===== src/rtl/beep_pkg.sv =====
package beep_pkg;

  localparam int CODE_W = 5;
  localparam int SEL_W  = 2;
  localparam int PCNT_W = CODE_W + 1;
  localparam int FCNT_W = 2;

  localparam logic [CODE_W-1:0] CODE_BAD  = '1;
  localparam logic [7:0]        CFG_RESET = 8'h1F;

  typedef struct packed {
    logic [SEL_W-1:0]  sel;
    logic              en;
    logic [CODE_W-1:0] code;
  } beep_cfg_t;

  // prescaler divide factor: code plus two
  function automatic logic [PCNT_W-1:0] pre_factor(input logic [CODE_W-1:0] code);
    return {1'b0, code} + PCNT_W'(2);
  endfunction

  // number of prescaler ticks per output half-period
  function automatic logic [2:0] half_ticks(input logic [SEL_W-1:0] sel);
    case (sel)
      2'b00:   return 3'd4;
      2'b01:   return 3'd2;
      default: return 3'd1;
    endcase
  endfunction

  // a setting that produces a tone
  function automatic logic cfg_runs(input beep_cfg_t c);
    return c.en && (c.code != CODE_BAD);
  endfunction

endpackage


===== src/rtl/beep_cfg_regs.sv =====
module beep_cfg_regs
  import beep_pkg::*;
#(
  parameter int ADDR_W   = 2,
  parameter int CSR_ADDR = 0
) (
  input  logic              clk,
  input  logic              rst_n,
  input  logic [ADDR_W-1:0] addr_i,
  input  logic              wr_i,
  input  logic [7:0]        wdata_i,
  output logic [7:0]        rdata_o,
  input  logic              tick_i,
  output beep_cfg_t         act_cfg_o,
  output logic              run_o,
  output logic              stop_o
);

  localparam logic [ADDR_W-1:0] SEL_ADDR = ADDR_W'(CSR_ADDR);

  logic      hit;
  logic      csr_we;
  logic      load;
  beep_cfg_t csr_q;
  beep_cfg_t act_q;

  assign hit    = (addr_i == SEL_ADDR);
  assign csr_we = wr_i && hit;

  // software-visible register
  always_ff @(posedge clk or negedge rst_n) begin
    if (!rst_n) csr_q <= beep_cfg_t'(CFG_RESET);
    else if (csr_we) csr_q <= beep_cfg_t'(wdata_i);
  end

  assign rdata_o = hit ? csr_q : 8'h00;

  // active settings: follow the register while idle, else only at terminal count
  assign run_o  = cfg_runs(act_q);
  assign load   = !run_o || tick_i;
  assign stop_o = run_o && tick_i && !cfg_runs(csr_q);

  always_ff @(posedge clk or negedge rst_n) begin
    if (!rst_n) act_q <= beep_cfg_t'(CFG_RESET);
    else if (load) act_q <= csr_q;
  end

  assign act_cfg_o = act_q;

  p_write_lands_r2: assert property (@(posedge clk) disable iff (!rst_n)
    csr_we |=> (rdata_o == $past(wdata_i)) || !hit);

  p_active_holds_r7: assert property (@(posedge clk) disable iff (!rst_n)
    (run_o && !tick_i) |=> (act_cfg_o == $past(act_cfg_o)));

endmodule


===== src/rtl/beep_prescaler.sv =====
module beep_prescaler
  import beep_pkg::*;
(
  input  logic              clk,
  input  logic              rst_n,
  input  logic              run_i,
  input  logic [CODE_W-1:0] code_i,
  output logic              tick_o
);

  logic [PCNT_W-1:0] pcnt_q;
  logic [PCNT_W-1:0] factor;

  assign factor = pre_factor(code_i);
  assign tick_o = run_i && (pcnt_q == factor - PCNT_W'(1));

  always_ff @(posedge clk or negedge rst_n) begin
    if (!rst_n)      pcnt_q <= '0;
    else if (!run_i) pcnt_q <= '0;
    else if (tick_o) pcnt_q <= '0;
    else             pcnt_q <= pcnt_q + PCNT_W'(1);
  end

  p_pcnt_bound_r3: assert property (@(posedge clk) disable iff (!rst_n)
    run_i |-> (pcnt_q < factor));

  p_idle_clear_r5: assert property (@(posedge clk) disable iff (!rst_n)
    !run_i |=> (pcnt_q == '0));

endmodule


===== src/rtl/beep_final_stage.sv =====
module beep_final_stage
  import beep_pkg::*;
(
  input  logic             clk,
  input  logic             rst_n,
  input  logic             run_i,
  input  logic             stop_i,
  input  logic             tick_i,
  input  logic [SEL_W-1:0] sel_i,
  output logic             tone_o
);

  logic [FCNT_W-1:0] fcnt_q;
  logic              tone_q;
  logic [2:0]        half;
  logic              flip;

  assign half = half_ticks(sel_i);
  // ">=" keeps a shrink of the half-period from stranding the counter
  assign flip = tick_i && ({1'b0, fcnt_q} >= (half - 3'd1));

  always_ff @(posedge clk or negedge rst_n) begin
    if (!rst_n) begin
      fcnt_q <= '0;
      tone_q <= 1'b0;
    end else if (!run_i || stop_i) begin
      fcnt_q <= '0;
      tone_q <= 1'b0;
    end else if (flip) begin
      fcnt_q <= '0;
      tone_q <= !tone_q;
    end else if (tick_i) begin
      fcnt_q <= fcnt_q + FCNT_W'(1);
    end
  end

  assign tone_o = tone_q;

  p_idle_low_r5: assert property (@(posedge clk) disable iff (!rst_n)
    !run_i |-> !tone_o);

  p_edge_on_tick_r4: assert property (@(posedge clk) disable iff (!rst_n)
    !tick_i |=> $stable(tone_o) || !run_i);

  p_stop_low_r8: assert property (@(posedge clk) disable iff (!rst_n)
    stop_i |=> !tone_o);

endmodule


===== src/rtl/beep_tone_gen.sv =====
module beep_tone_gen
  import beep_pkg::*;
#(
  parameter int ADDR_W   = 2,
  parameter int CSR_ADDR = 0
) (
  input  logic              clk,
  input  logic              rst_n,
  input  logic [ADDR_W-1:0] bus_addr,
  input  logic              bus_wr,
  input  logic [7:0]        bus_wdata,
  output logic [7:0]        bus_rdata,
  output logic              tone_o
);

  beep_cfg_t act_cfg;
  logic      run;
  logic      stop;
  logic      tick;

  beep_cfg_regs #(.ADDR_W(ADDR_W), .CSR_ADDR(CSR_ADDR)) u_regs (
    .clk       (clk),
    .rst_n     (rst_n),
    .addr_i    (bus_addr),
    .wr_i      (bus_wr),
    .wdata_i   (bus_wdata),
    .rdata_o   (bus_rdata),
    .tick_i    (tick),
    .act_cfg_o (act_cfg),
    .run_o     (run),
    .stop_o    (stop)
  );

  beep_prescaler u_pre (
    .clk    (clk),
    .rst_n  (rst_n),
    .run_i  (run),
    .code_i (act_cfg.code),
    .tick_o (tick)
  );

  beep_final_stage u_fin (
    .clk    (clk),
    .rst_n  (rst_n),
    .run_i  (run),
    .stop_i (stop),
    .tick_i (tick),
    .sel_i  (act_cfg.sel),
    .tone_o (tone_o)
  );

  p_bad_code_silent_r6: assert property (@(posedge clk) disable iff (!rst_n)
    (act_cfg.code == CODE_BAD) |-> !tone_o);

endmodule


===== config.mk =====
export PLATFORM = sky130hd
export DESIGN_NAME = beep_tone_gen
export DESIGN_NICKNAME = d
export VERILOG_FILES = /design/src/rtl/beep_pkg.sv /design/src/rtl/beep_cfg_regs.sv /design/src/rtl/beep_prescaler.sv /design/src/rtl/beep_final_stage.sv /design/src/rtl/beep_tone_gen.sv
export SDC_FILE = /design/constraint.sdc
export NUM_CORES = 1
export LEC_CHECK = 0
export CAP_MARGIN = 5
export CORE_ASPECT_RATIO = 0.75
export CORE_MARGIN = 3
export CORE_UTILIZATION = 49
export CTS_BUF_LIST = sky130_fd_sc_hd__clkbuf_8
export DETAILED_ROUTE_END_ITERATION = 10
export PLACE_DENSITY = 0.86
export SLEW_MARGIN = 20
export SYNTH_ARGS = -nofsm -noshare
export SYNTH_HDL_FRONTEND = slang
export SYNTH_SLANG_ARGS = --single-unit

===== constraint.sdc =====
create_clock -name clk -period 3.5 [get_ports clk]
set_clock_uncertainty 0.2 [all_clocks]
set_input_delay 0.525 -clock clk [delete_from_list [all_inputs] [get_ports clk]]
set_output_delay 0.525 -clock clk [all_outputs]
set_load 0.01 [all_outputs]

-- Word level (Yosys, flattened, before mapping)
Index checks and enable logic that the tools add are counted.
- bits in registers: 25
- logic and storage cells: 44
- input bits: 13
- equality and inequality tests: 4
- $lt $le $gt $ge: 1
- muxes and demuxes: 9
- add/sub/neg operators: 5
- reductions and logical operators: 16
- operators by type and width (operator ; number):
    $mux W6 ; 2
    $ne A5 B5 Y1 const B ; 2
    $mux W8 ; 1
    $logic_and A1 B1 Y1 ; 7
    $add A5 B2 Y6 const B ; 1
    $add A6 B1 Y6 const B ; 1
    $eq A6 B6 Y1 ; 1
    $mux W2 ; 3
    $pmux W3 S2 ; 1
    $sub A6 B1 Y6 const B ; 1
    $logic_not A2 Y1 ; 2
    $ge A2 B3 Y1 ; 1
    $logic_not A1 Y1 ; 3
    $reduce_bool A3 Y1 ; 1
    $sub A3 B1 Y3 const B ; 1
    $add A2 B1 Y2 const B ; 1
    $eq A2 B1 Y1 const B ; 1
    $logic_or A1 B1 Y1 ; 2
    $mux W1 ; 2
    $reduce_bool A2 Y1 ; 1

-- Logic depth before layout (Yosys ltp)
Gate-level depths: netlist of run 1.
- word-level depth: 8
- gate-level depth with buffers: 8
- gate-level depth less buffers: 7

-- Cells and area by module
From an unflattened synthesis of run 1, not the netlist that was laid out.
- cells, all modules: 122
- area total of the unflattened synthesis: 1417.6 um^2
- by module, submodules not included (module ; area each (um^2) ; seq. area each (um^2) ; times used ; cells each):
    beep_cfg_regs ; 764.5 ; 412.9 ; 1 ; 59
    beep_prescaler ; 407.9 ; 150.1 ; 1 ; 39
    beep_final_stage ; 245.2 ; 75.1 ; 1 ; 24

-- Worst setup path after synthesis of run 1
No wires, ideal clock.
- path kind: register -> register
- from: reg u_regs.act_q (netlist bit u_regs.act_cfg_o[0])
- to: reg u_regs.act_q (netlist bit u_regs.act_cfg_o[6])
- period minus slack after synthesis: 2.423 ns
- setup slack: 1.077 ns
- data arrival time: 2.098 ns
- required time: 3.175 ns
- library setup time: 0.125 ns
- stages on the path, launching flop included: 9
- cell sequence: dfstp_2 ha_1 and3_1 ha_1 xnor2_1 and4_2 a21o_4 buf_8 mux2_4
- cells in the longest elaborated chain, start to end: 5
- elaborated cells on any way between the ends: 8
- classes of those cells: add/sub: 2; eq/ne: 2; reduce/logical: 4
- RTL lines (item ; line ; source):
    from (decl) ; beep_cfg_regs.sv:25 ; beep_cfg_t act_q;
    from (signal assigned) ; beep_cfg_regs.sv:44 ; if (!rst_n) act_q <= beep_cfg_t'(CFG_RESET);
    from (signal assigned) ; beep_cfg_regs.sv:45 ; else if (load) act_q <= csr_q;
    $add A5 B2 Y6 ; beep_pkg.sv:19 ; return {1'b0, code} + PCNT_W'(2);
    $sub A6 B1 Y6 ; beep_prescaler.sv:15 ; assign tick_o = run_i && (pcnt_q == factor - PCNT_W'(1));
    $eq A6 B6 Y1 ; beep_prescaler.sv:15 ;
    $logic_and A1 B1 Y1 ; beep_prescaler.sv:15 ;
    $logic_or A1 B1 Y1 (*) ; beep_cfg_regs.sv:40 ; assign load = !run_o || tick_i;
Mark *: on every way between the ends. The rest lies on a longest branch, timed or not.
A chain may end at the register's enable or synchronous reset.

-- Worst setup path in the final report of run 1
- from: in bus_addr[1]
- to: out bus_rdata[4]
- cells in the longest elaborated chain, start to end: 2
- RTL lines (item ; line ; source):
    from (decl) ; beep_tone_gen.sv:9 ; input logic [ADDR_W-1:0] bus_addr,
    $logic_not A2 Y1 ; beep_cfg_regs.sv:27 ; assign hit = (addr_i == SEL_ADDR);
    $mux W8 ; beep_cfg_regs.sv:36 ; assign rdata_o = hit ? csr_q : 8'h00;
    to (decl) ; beep_tone_gen.sv:12 ; output logic [7:0] bus_rdata,
Every way passes these cells.

==> flow_summary.toml, run 1 <==
[placed_design]
gp_congestion = 0.816
port_buffers = 21
dpl.cell_count = 165
dpl_cell_area_um2 = 1540
hpwl_mm = 1.96

[sta]
finalMaxSlewViolations = 0
min_period_over_period = 0.768
slew-limit-headroom = 0.373
final_hold_viol_count = 0
finalSetupTns_ns = 0
finalSetupViolCount = 0
max_freq_ghz = 0.372
worstMarginPinSlew_ns = 0.938
period_needed_ns = 2.69
rsz0062_at_grt = "no"

[finish]
diodes = 0
area_delta_synth_final_pct = 22.4
instances_no_fill = 169
fin_area_um2 = 1590
layout_commonest_cell = "clkdlybuf4s50_1"
final_nets = 154
drive_gt1_frac = 0.244
most-common-layout-cells = "clkdlybuf4s50_1, dfrtp_1, mux2_2"

[global_routing]
grt_pass1_wl_mm = 4.28
gr-usage-all-layers = 0.170
busiest_layer = "met2"
grt_max_degree = 23
met2_usage = 0.294
grt_use_met3 = 0.0626
antenna_found_initial = 0
grt_pass1_vias = 979
grt_overflow_total = 0
grtUsageMet1 = 0.207

[yosys]
synth_cells = 111
synthesis.area_um2 = 1300
ys_ff_latch = 25
synth_edf_count = 0
ys_dominant_reg_cell = "dfrtp_1"
async_reset_ff_frac = 1.00
synth_nets = 129
synth-seq-area-share = 0.490
synth_cell_types = 29
yosysWarnings = 0
syn_area_per_cell_um2 = 11.7

[setup_path]
crit_arrival_ns = 1.96
worstRegToRegCells = 7
worstSetupPathType = "in2out"
crit_required_ns = 2.77
crit_path_end_kind = "output pin"
crit_fanout = 9
startpoint_type = "input pin"

[clocking]
clk_pin_slew_ns = 0.09
numCtsBuffers = 3
cts.sinks = 25
clockBufferDepth = 2
cts_root_buffer = "clkbuf_8"
htree_levels = 1
ctsHoldBuffers = 0
cts.repair.resized = 0
cts_tree = "yes"
clock_latency_ns = 0.27
cts_setup_buffers = 0

[routing]
ant_nets = 0
drt-initial-drc-count = 36
routed_wl_mm = 2.50
drc = 0
firstDrtPassIters = 4
route.vias.total = 911
vias_per_cell = 5.39
wl_per_cell_um = 14.8

[floorplanning]
start_util = 0.542
ios = 22
die_w_um = 65.5
die_h_um = 50.7
die_area_um2 = 3320
coreArea_um2 = 2400
rows = 15

[power]
total_power_mw = 1.35
pwr_density_cell_nw_per_um2 = 844
ir_drop_v = 0.000303
power.leakage_nw = 0.664

[min_path]
min_path_cells = 1
hp-class = "reg2reg"

[outcome]
status = "finished clean"

[flow_run]
cap_violations = 0
-- where the power goes --
group | internal, mW | switching (mW)
logic | 0.324 | 0.294
registers | 0.433 | 0.112
clock network | 0.0836 | 0.0985
-- path summary, 6_finish.rpt --
check                                          from             endpoint  slack, ns
worst max register to register  u_regs.act_cfg_o[0]  u_regs.act_cfg_o[7]       0.96
min in group asynchronous                     rst_n      u_pre.pcnt_q[3]       0.57
worst min register to register      u_pre.pcnt_q[0]      u_pre.pcnt_q[0]       0.31
worst max-delay path                    bus_addr[1]         bus_rdata[4]       0.81
worst min-delay path                u_pre.pcnt_q[0]      u_pre.pcnt_q[0]       0.31
max in group asynchronous                     rst_n  u_regs.act_cfg_o[2]       1.83
-- cell families (layout without fill, tap and decap cells) --
logic type	count (synthesis)	count (layout)	share of synthesized area
flops	25	25	0.490
mux	15	15	0.138
fa+ha+maj	5	5	0.0480
compound gates	10	10	0.0538
xor+xnor	11	11	0.0740
simple gates	40	40	0.173
buf+inv	5	29	0.0230
-- final cells by class --
| class | count | area, um2 |
|---|---|---|
| clock inverter | 1 | 8.76 |
| multi-input combinational | 81 | 634 |
| tap | 34 | 42.5 |
| inverter | 3 | 11.3 |
| fill | 206 | 808 |
| clock buffer | 3 | 41.3 |
| timing repair buffer | 22 | 218 |
| sequential | 25 | 638 |
-- synthesized netlist by cell type, drive strengths merged (2+ instances only) --
cell	number	area share
and4	2	0.014
dfstp	10	0.20
nand4	3	0.014
and3	3	0.014
mux2	15	0.14
and2	9	0.043
xnor2	6	0.040
xor2	5	0.034
a21oi	4	0.015
inv	3	0.0086
dfrtp	15	0.29
ha	5	0.048
nor2	9	0.026
nand3	6	0.023
nand2b	3	0.014
o31ai	2	0.012
-- layer usage --
metal	routed length, um	vias up	part of all wire
met3	155	2	0.062
met1	1130	441	0.45
met2	1210	30	0.48
met5	0	-	0
met4	6	0	0.0024
li1	-	438	-
-- flip-flops by register name, summed over array words and instances (netlist names) --
register and flops:
u_fin.tone_o 1, u_pre.pcnt_q 6, u_regs.csr_q 8, u_fin.fcnt_q 2
u_regs.act_cfg_o 8
-- worst max-delay path, cell delays in order --
cell,delay (ns)
clkdlybuf4s50_1,0.39
nor2_1,0.31
and2_1,0.20
clkdlybuf4s50_1,0.54
-- through the flow --
stage	utilization	worst slack [ns]	hold slack (ns)
after floorplan	-	1.08	0.0294
after global placement	0.643	0.846	0.290
after detailed placement	0.643	0.786	0.297
after CTS	0.664	0.783	0.318
after global routing	0.664	0.731	0.353
final	0.664	0.812	0.314
Note: power is estimated with default switching activity, not from simulation.
==> run 2: changes to the inputs <==
clock period = 2.82 ns   (was 3.5 ns; I/O delays follow)
==> run 2 against run 1 <==
Compared with the run above: setup slack got worse by 0.57 ns; final cell count unchanged; critical endpoint is now u_regs.act_cfg_o[7]; design area unchanged; register-to-register slack lost 0.72 ns; combinational power increased by 23%; power is 25% higher; utilization did not move; clock-buffer cell count unchanged; clock power up 26%; sequential power rose by 26%; highest routed layer unchanged; first-iteration DRC count rose by 2.8%.
==> flow_summary.toml, run 2 (synthesis gave the netlist of run 1 again) <==
[floorplanning]
rows = 15
coreArea_um2 = 2400
start_util = 0.542
die_area_um2 = 3320
die_h_um = 50.7
ios = 22
die_w_um = 65.5

[routing]
drc = 0
routed_wl_mm = 2.56
wl_per_cell_um = 15.2
ant_nets = 0
firstDrtPassIters = 4
route.vias.total = 923
vias_per_cell = 5.46
drt-initial-drc-count = 37

[sta]
finalSetupViolCount = 0
finalMaxSlewViolations = 0
final_hold_viol_count = 0
slew-limit-headroom = 0.741
min_period_over_period = 0.914
rsz0062_at_grt = "no"
worstMarginPinSlew_ns = 0.387
period_needed_ns = 2.58
layout_setup_ws_ns = 0.243
max_freq_ghz = 0.388
finalSetupTns_ns = 0

[clocking]
cts.sinks = 25
ctsHoldBuffers = 0
htree_levels = 1
numCtsBuffers = 3
clockBufferDepth = 2
clock_latency_ns = 0.28
cts_tree = "yes"
cts_root_buffer = "clkbuf_8"
cts_setup_buffers = 0
clk_pin_slew_ns = 0.09
cts.repair.resized = 0

[finish]
n_fill_cell = 212
regArea_um2 = 638
area_delta_synth_final_pct = 22.4
final_nets = 154
drive_gt1_frac = 0.244
layout_commonest_cell = "clkdlybuf4s50_1"
most-common-layout-cells = "clkdlybuf4s50_1, dfrtp_1, mux2_2"
diodes = 0
multi_input_area_um2 = 634

[setup_path]
r2r-end = "u_regs.act_cfg_o[7]"
crit_chain = "ha_1, and3_1, ha_1, xnor2_1, and4_2, a21o_4, mux2_2"
startpoint_type = "flip-flop"
crit_arrival_ns = 2.55
ff2ff_setup_slack_ns = 0.24
crit_required_ns = 2.79
crit_fanout = 14
cp_num_buf_inv = 0
critPathLaunch = "u_regs.act_cfg_o[0]"
slowest_stage = "dfstp_2"
timing.rr.start = "u_regs.act_cfg_o[0]"
crit_path_end_kind = "flip-flop"
worstRegToRegCells = 7
crit_family = "flip-flops"
path_common_cell = "ha_1"
worstSetupPathType = "reg2reg"
slowest_delay_ns = 0.59

[placed_design]
hpwl_mm = 1.96
port_buffers = 21
gp_congestion = 0.864
dp_slack_ns = 0.268

[global_routing]
antenna_found_initial = 0
grt_max_degree = 26
grt_pass1_wl_mm = 4.53
grt_pass1_vias = 999
grt_overflow_total = 0
gr-usage-all-layers = 0.181

[min_path]
hp-class = "in2async"

[power]
pwr_density_cell_nw_per_um2 = 1050
power.leakage_nw = 0.664
ir_drop_v = 0.000496

[flow_run]
cap_violations = 0

[outcome]
status = "finished clean"
## run 2: area by class of cell
type                            instances  area share
Clock buffer                            3      0.0259
Multi-Input combinational cell         81       0.398
Tap cell                               34      0.0267
Clock inverter                          1     0.00549
Timing Repair Buffer                   22       0.137
Inverter                                3     0.00706
Sequential cell                        25       0.400
## run 2: power by group
group,leakage [nW],internal (mW),total [mW],switching (mW)
Combinational,0.347,0.402,0.764,0.362
Clock,0.0261,0.104,0.229,0.125
Sequential,0.291,0.538,0.684,0.146
Total,0.664,1.04,1.68,0.633
## run 2: per-stage QoR
step           hold slack (ns)  cells  area, um2  total power, mW   util
3_5_place_dp             0.298    165       1540             1.45  0.643
5_1_grt                  0.329    169       1590             1.81  0.664
6_report                 0.299    169       1590             1.68  0.664
4_1_cts                  0.309    169       1590             1.69  0.664
2_1_floorplan          -0.0726    111       1300             1.29      -
3_3_place_gp             0.296    165       1540             1.40  0.643
## run 2: worst max path at each step
stage | endpoint | cells after the start | slack [ns]
5_1_grt | u_regs.act_cfg_o[7] | 7 | 0.15
3_5_place_dp | u_regs.act_cfg_o[7] | 7 | 0.27
4_1_cts | u_regs.act_cfg_o[7] | 7 | 0.24
2_1_floorplan | u_regs.act_cfg_o[6] | 8 | 0.40
3_3_place_gp | bus_rdata[4] | 4 | 0.35
6_report | u_regs.act_cfg_o[7] | 7 | 0.24
## run 2: layer usage
layer / vias up / global-route usage / routed length [um]
met1: 453 / 0.213 / 1090
met4: 0 / 0.0621 / 39
met3: 7 / 0.0604 / 147
met5: - / 0 / 0
met2: 23 / 0.308 / 1280
li1: 440 / - / -
## run 2: worst register-to-register path, delay by kind of cell (launching register included)
| family | cells | cell delay, ns |
|---|---|---|
| flops | 1 | 0.59 |
| simple gates | 2 | 0.46 |
| fa+ha+maj | 2 | 0.43 |
| mux | 1 | 0.36 |
| compound gates | 1 | 0.23 |
| xor+xnor | 1 | 0.20 |
